## src/rtl/dco_pkg.sv

```systemverilog
package dco_pkg;
  localparam int unsigned MASK_LSB = 8;

  function automatic longint clamp_s(longint v, int w);
    longint hi;
    longint lo;
    hi = (longint'(1) <<< (w - 1)) - 1;
    lo = -hi - 1;
    if (v > hi) return hi;
    if (v < lo) return lo;
    return v;
  endfunction
endpackage

```

## src/rtl/dco_regs.sv

```systemverilog
module dco_regs #(
  parameter int unsigned NCH    = 4,
  parameter int unsigned DW     = 16,
  parameter int unsigned ADDR_W = 3
) (
  input  logic                  clk_i,
  input  logic                  rst_ni,
  input  logic                  wr_en_i,
  input  logic [ADDR_W-1:0]     wr_addr_i,
  input  logic [DW-1:0]         wr_data_i,
  output logic [NCH*DW-1:0]     off_o,
  output logic [NCH-1:0]        en_o
);
  import dco_pkg::*;

  localparam logic [ADDR_W-1:0] EN_ADDR = ADDR_W'(NCH);

  logic [NCH-1:0] en_bits, en_mask;
  assign en_bits = wr_data_i[NCH-1:0];
  assign en_mask = wr_data_i[MASK_LSB +: NCH];

  always_ff @(posedge clk_i or negedge rst_ni) begin
    if (!rst_ni) en_o <= '1;
    else if (wr_en_i && wr_addr_i == EN_ADDR)
      en_o <= (en_o & ~en_mask) | (en_bits & en_mask);
  end

  for (genvar i = 0; i < NCH; i++) begin : g_off
    always_ff @(posedge clk_i or negedge rst_ni) begin
      if (!rst_ni) off_o[i*DW +: DW] <= '0;
      else if (wr_en_i && wr_addr_i == ADDR_W'(i))
        off_o[i*DW +: DW] <= wr_data_i;
    end
  end
endmodule

```

## src/rtl/dco_chan.sv

```systemverilog
module dco_chan #(
  parameter int unsigned DW = 16,
  parameter int unsigned K  = 4,
  localparam int unsigned ACC_W = DW + K
) (
  input  logic                    clk_i,
  input  logic                    rst_ni,
  input  logic                    valid_i,
  input  logic signed [DW-1:0]    x_i,
  input  logic signed [DW-1:0]    off_i,
  input  logic                    en_i,
  output logic signed [DW-1:0]    y_o,
  output logic signed [ACC_W-1:0] acc_o
);
  import dco_pkg::*;

  logic signed [DW-1:0]    stat_s, loop_s, y_n;
  logic signed [ACC_W-1:0] corr, acc_n;

  assign stat_s = DW'(clamp_s(longint'(x_i) - longint'(off_i), DW));
  assign corr   = acc_o >>> K;
  assign loop_s = DW'(clamp_s(longint'(stat_s) - longint'(corr), DW));
  assign y_n    = en_i ? loop_s : stat_s;
  assign acc_n  = ACC_W'(clamp_s(longint'(acc_o) + longint'(y_n), ACC_W));

  always_ff @(posedge clk_i or negedge rst_ni) begin
    if (!rst_ni) begin
      y_o   <= '0;
      acc_o <= '0;
    end else if (valid_i) begin
      y_o <= y_n;
      if (en_i) acc_o <= acc_n;
    end
  end
endmodule

```

## src/rtl/dco_offset_corr.sv

```systemverilog
module dco_offset_corr #(
  parameter int unsigned NCH = 4,
  parameter int unsigned DW  = 16,
  parameter int unsigned K   = 4,
  localparam int unsigned ADDR_W = $clog2(NCH + 1)
) (
  input  logic              clk_i,
  input  logic              rst_ni,
  input  logic              wr_en_i,
  input  logic [ADDR_W-1:0] wr_addr_i,
  input  logic [DW-1:0]     wr_data_i,
  input  logic              in_valid_i,
  input  logic [NCH*DW-1:0] in_data_i,
  output logic              out_valid_o,
  output logic [NCH*DW-1:0] out_data_o
);
  localparam int unsigned ACC_W = DW + K;

  logic [NCH*DW-1:0]    off_w;
  logic [NCH-1:0]       en_w;
  logic [NCH*ACC_W-1:0] acc_w;

  dco_regs #(.NCH(NCH), .DW(DW), .ADDR_W(ADDR_W)) u_regs (
    .clk_i     (clk_i),
    .rst_ni    (rst_ni),
    .wr_en_i   (wr_en_i),
    .wr_addr_i (wr_addr_i),
    .wr_data_i (wr_data_i),
    .off_o     (off_w),
    .en_o      (en_w)
  );

  for (genvar i = 0; i < NCH; i++) begin : g_ch
    dco_chan #(.DW(DW), .K(K)) u_chan (
      .clk_i   (clk_i),
      .rst_ni  (rst_ni),
      .valid_i (in_valid_i),
      .x_i     (in_data_i[i*DW +: DW]),
      .off_i   (off_w[i*DW +: DW]),
      .en_i    (en_w[i]),
      .y_o     (out_data_o[i*DW +: DW]),
      .acc_o   (acc_w[i*ACC_W +: ACC_W])
    );
  end

  always_ff @(posedge clk_i or negedge rst_ni) begin
    if (!rst_ni) out_valid_o <= 1'b0;
    else         out_valid_o <= in_valid_i;
  end
endmodule

```

## config.mk

```make
export PLATFORM = sky130hd
export DESIGN_NAME = dco_offset_corr
export DESIGN_NICKNAME = d
export VERILOG_FILES = /design/src/rtl/dco_pkg.sv /design/src/rtl/dco_regs.sv /design/src/rtl/dco_chan.sv /design/src/rtl/dco_offset_corr.sv
export SDC_FILE = /design/constraint.sdc
export NUM_CORES = 1
export LEC_CHECK = 0
export BUFFER_PORTS_ARGS = -buffer_cell sky130_fd_sc_hd__buf_2
export CAP_MARGIN = 40
export CORE_MARGIN = 8
export CORE_UTILIZATION = 59
export DETAILED_ROUTE_END_ITERATION = 16
export PLACE_DENSITY = 0.78
export SETUP_SLACK_MARGIN = 0.05
export SYNTH_ARGS = -nofsm -noshare
export SYNTH_HDL_FRONTEND = slang
export SYNTH_HIERARCHICAL = 1
export SYNTH_SLANG_ARGS = --single-unit
```

## constraint.sdc

```tcl
create_clock -name clk_i -period 12.5 [get_ports clk_i]
set_input_delay 0.625 -clock clk_i [delete_from_list [all_inputs] [get_ports clk_i]]
set_output_delay 0.625 -clock clk_i [all_outputs]
set_load 0.1 [all_outputs]
```

==> impl_metrics.yaml <==
global_route:
  grt_antenna_before_repair: 7
  grt_pass1_wl_um: 105000
  gr-total-overflow: 0
  grt_max_degree: 76
  grtUsageTotal_pct: 29.0
  grt_pass1_vias: 20247
logic_synthesis:
  synthMuxAreaShare_pct: 6.96
  yosysSeqAreaShare_pct: 24.5
  syn_nets: 2906
  synth_cells: 2599
  synth-xor-area-share_pct: 5.37
  synth_cell_types: 107
  ys_warn_count: 6
  synth_top_family_by_area: "compound AO/OA/AOI/OAI gates"
  synthAdderAreaFrac_pct: 13.9
  netlist_area_sq_mm: 0.0218
  synth_edf_count: 0
  avgSynthCellArea_sq_um: 8.39
  synth_ff_type: "dfrtp_1"
  synth_compound_area_share_pct: 30.1
  ys_ff_latch: 213
  postSynth.asyncResetShare_pct: 100
  synth-simple-area-share_pct: 13.5
timing:
  fin_crit_sh_pct: 74.0
  layout_min_cycle_time_ns: 9.24
  setup_tns_ns: 0
  timing.slew.headroom_pct: 38.5
  setup_viol: 0
  rsz0062_at_grt: "false"
  worst_slew_pin_slew_ns: 0.922
  slew_viol_final: 0
  hold_violations: 0
  max_freq_mhz: 108
  clock_skew_ns: 0.00914
setup_path:
  path_buf_inv: 4
  cp_max_fo: 20
  cpMostUsedCell: "o21ai_0"
  cp_slowest_cell: "a221oi_1"
  critPathKind: "reg -> reg"
  reg2reg_from: "u_regs/off_o[16]"
  critPathMaxStageDelay_ns: 0.74
  r2r_end: "g_ch[1].u_chan/acc_o[15]"
  crit_family: "compound AO/OA/AOI/OAI gates"
  required_ns: 12.97
  crit_path_end_kind: "flop"
  worstPathArrival_ns: 9.71
  r2r_slack_ns: 3.26
  reg2regPathDepth: 33
  critPathLaunchType: "flop"
drt:
  drtIter0Drc: 1481
  drt_first_pass_iters: 5
  antenna_left: 0
  wire_per_inst_um: 20.4
  drt_wl_total_um: 65100
  viasPerCell: 6.47
  drc_errors: 0
  vias: 20692
placement:
  io_buffers: 151
  place_congestion: 0.965
  post-dp-hpwl_um: 49900
layout:
  num-fill-cells: 3061
  final_cell_mix: "a21oi_1 (240), dfrtp_1 (209), ha_1 (208)"
  nets: 3018
  layout-drive-gt1-share_pct: 15.7
  synthToLayoutAreaGrowth_pct: 9.69
  antennaDiodeCount: 0
  final_common_cell: "a21oi_1"
floorplan:
  fp-row-count: 70
  coreArea_sq_mm: 0.0365
  io_pins: 152
  dieArea_sq_mm: 0.0434
  die_x_um: 208
  initial_utilization_pct: 59.7
  die_h_um: 208
clocking:
  cts_tree: "built"
  cts_sinks: 213
  root_buffer: "clkbuf_16"
  clk_latency_ns: 0.57
  postCtsHoldBufs: 0
  clk_pin_slew_worst_paths_ns: 0.06
  cts_setup_buffers: 0
  cts-htree-levels: 1
  clockBufferDepth: 3
  cts_resized: 0
  cts_made_buffers: 27
worst_hold_path:
  hold_class: "in -> async"
flow_run:
  drv_cap: 0
status:
  status: "finished, final reports clean"
cells in the mapped netlist (45+ instances only):
master	count	area share (%)
a21o_1	74	2.5
nor3_1	48	1.1
ha_1	208	12
nand3_1	45	1.0
mux2_2	117	6.0
clkbuf_1	49	0.84
o21ai_0	181	4.2
inv_1	198	3.4
dfrtp_1	209	24
nor2_1	202	3.5
nand2_1	160	2.8
xnor2_1	90	3.6
a21oi_1	240	5.5
o21a_1	62	2.1
o22ai_1	53	1.5
sequential cells by signal, summed over array words and instances (netlist names), named ones only:
name and count:
out_valid_o 1, g_ch.u_chan/acc_o 80, g_ch.u_chan/y_o 64, u_regs/off_o 64
logic make-up after synthesis:
group	count (synthesis)
AO/OA/AOI/OAI	977
XOR/XNOR	132
adder cells (fa/ha/maj)	238
buffers and inverters	288
flip-flops	213
multiplexers	133
AND/OR/NAND/NOR	618
worst max-delay path by stage:
| stage | startpoint | to | slack (ns) | cells after the start |
|---|---|---|---|---|
| floorplan | in_data_i[0] | g_ch[0].u_chan/acc_o[17] | 5.30 | 30 |
| global placement | in_data_i[16] | g_ch[1].u_chan/acc_o[14] | 3.25 | 33 |
| detailed placement | in_data_i[16] | g_ch[1].u_chan/acc_o[15] | 3.06 | 35 |
| CTS | u_regs/off_o[16] | g_ch[1].u_chan/acc_o[15] | 3.40 | 33 |
| global route | u_regs/off_o[16] | g_ch[1].u_chan/acc_o[14] | 2.67 | 33 |
| finish | u_regs/off_o[16] | g_ch[1].u_chan/acc_o[15] | 3.26 | 33 |
layout make-up:
type                    instances  area (sq um)  share of cell area [%]
well taps                     468           586                    2.45
multi-input cells            2098         15300                    63.8
clock inverters                16           274                    1.15
clock buffers                  34           732                    3.06
flip-flops and latches        213          5340                    22.3
repair buffers                172           973                    4.07
inverters                     199           747                    3.12
through the flow:
step	utilization, %	std cells	setup WS (ns)	instance area (sq um)	hold WS (ns)
after CTS	65.5	3200	3.40	23900	0.0250
after detailed placement	62.7	3150	3.06	22900	0.478
after global routing	65.5	3200	2.67	23900	0.0459
final	65.5	3200	3.26	23900	0.00105
after global placement	62.5	3146	3.25	22800	0.470
after floorplan	-	2599	5.30	21800	0.329
routing by layer:
metal	part of all wire [%]	global-route usage (%)	up-vias
li1	-	-	9881
met1	44	38.6	9910
met2	44	46.2	726
met3	7.1	5.35	161
met4	3.9	11.6	14
met5	0.14	0	-
Power is left out: the tool's default activity adds up to more than one toggle a clock period on the data nets, which glitch-free logic cannot reach.
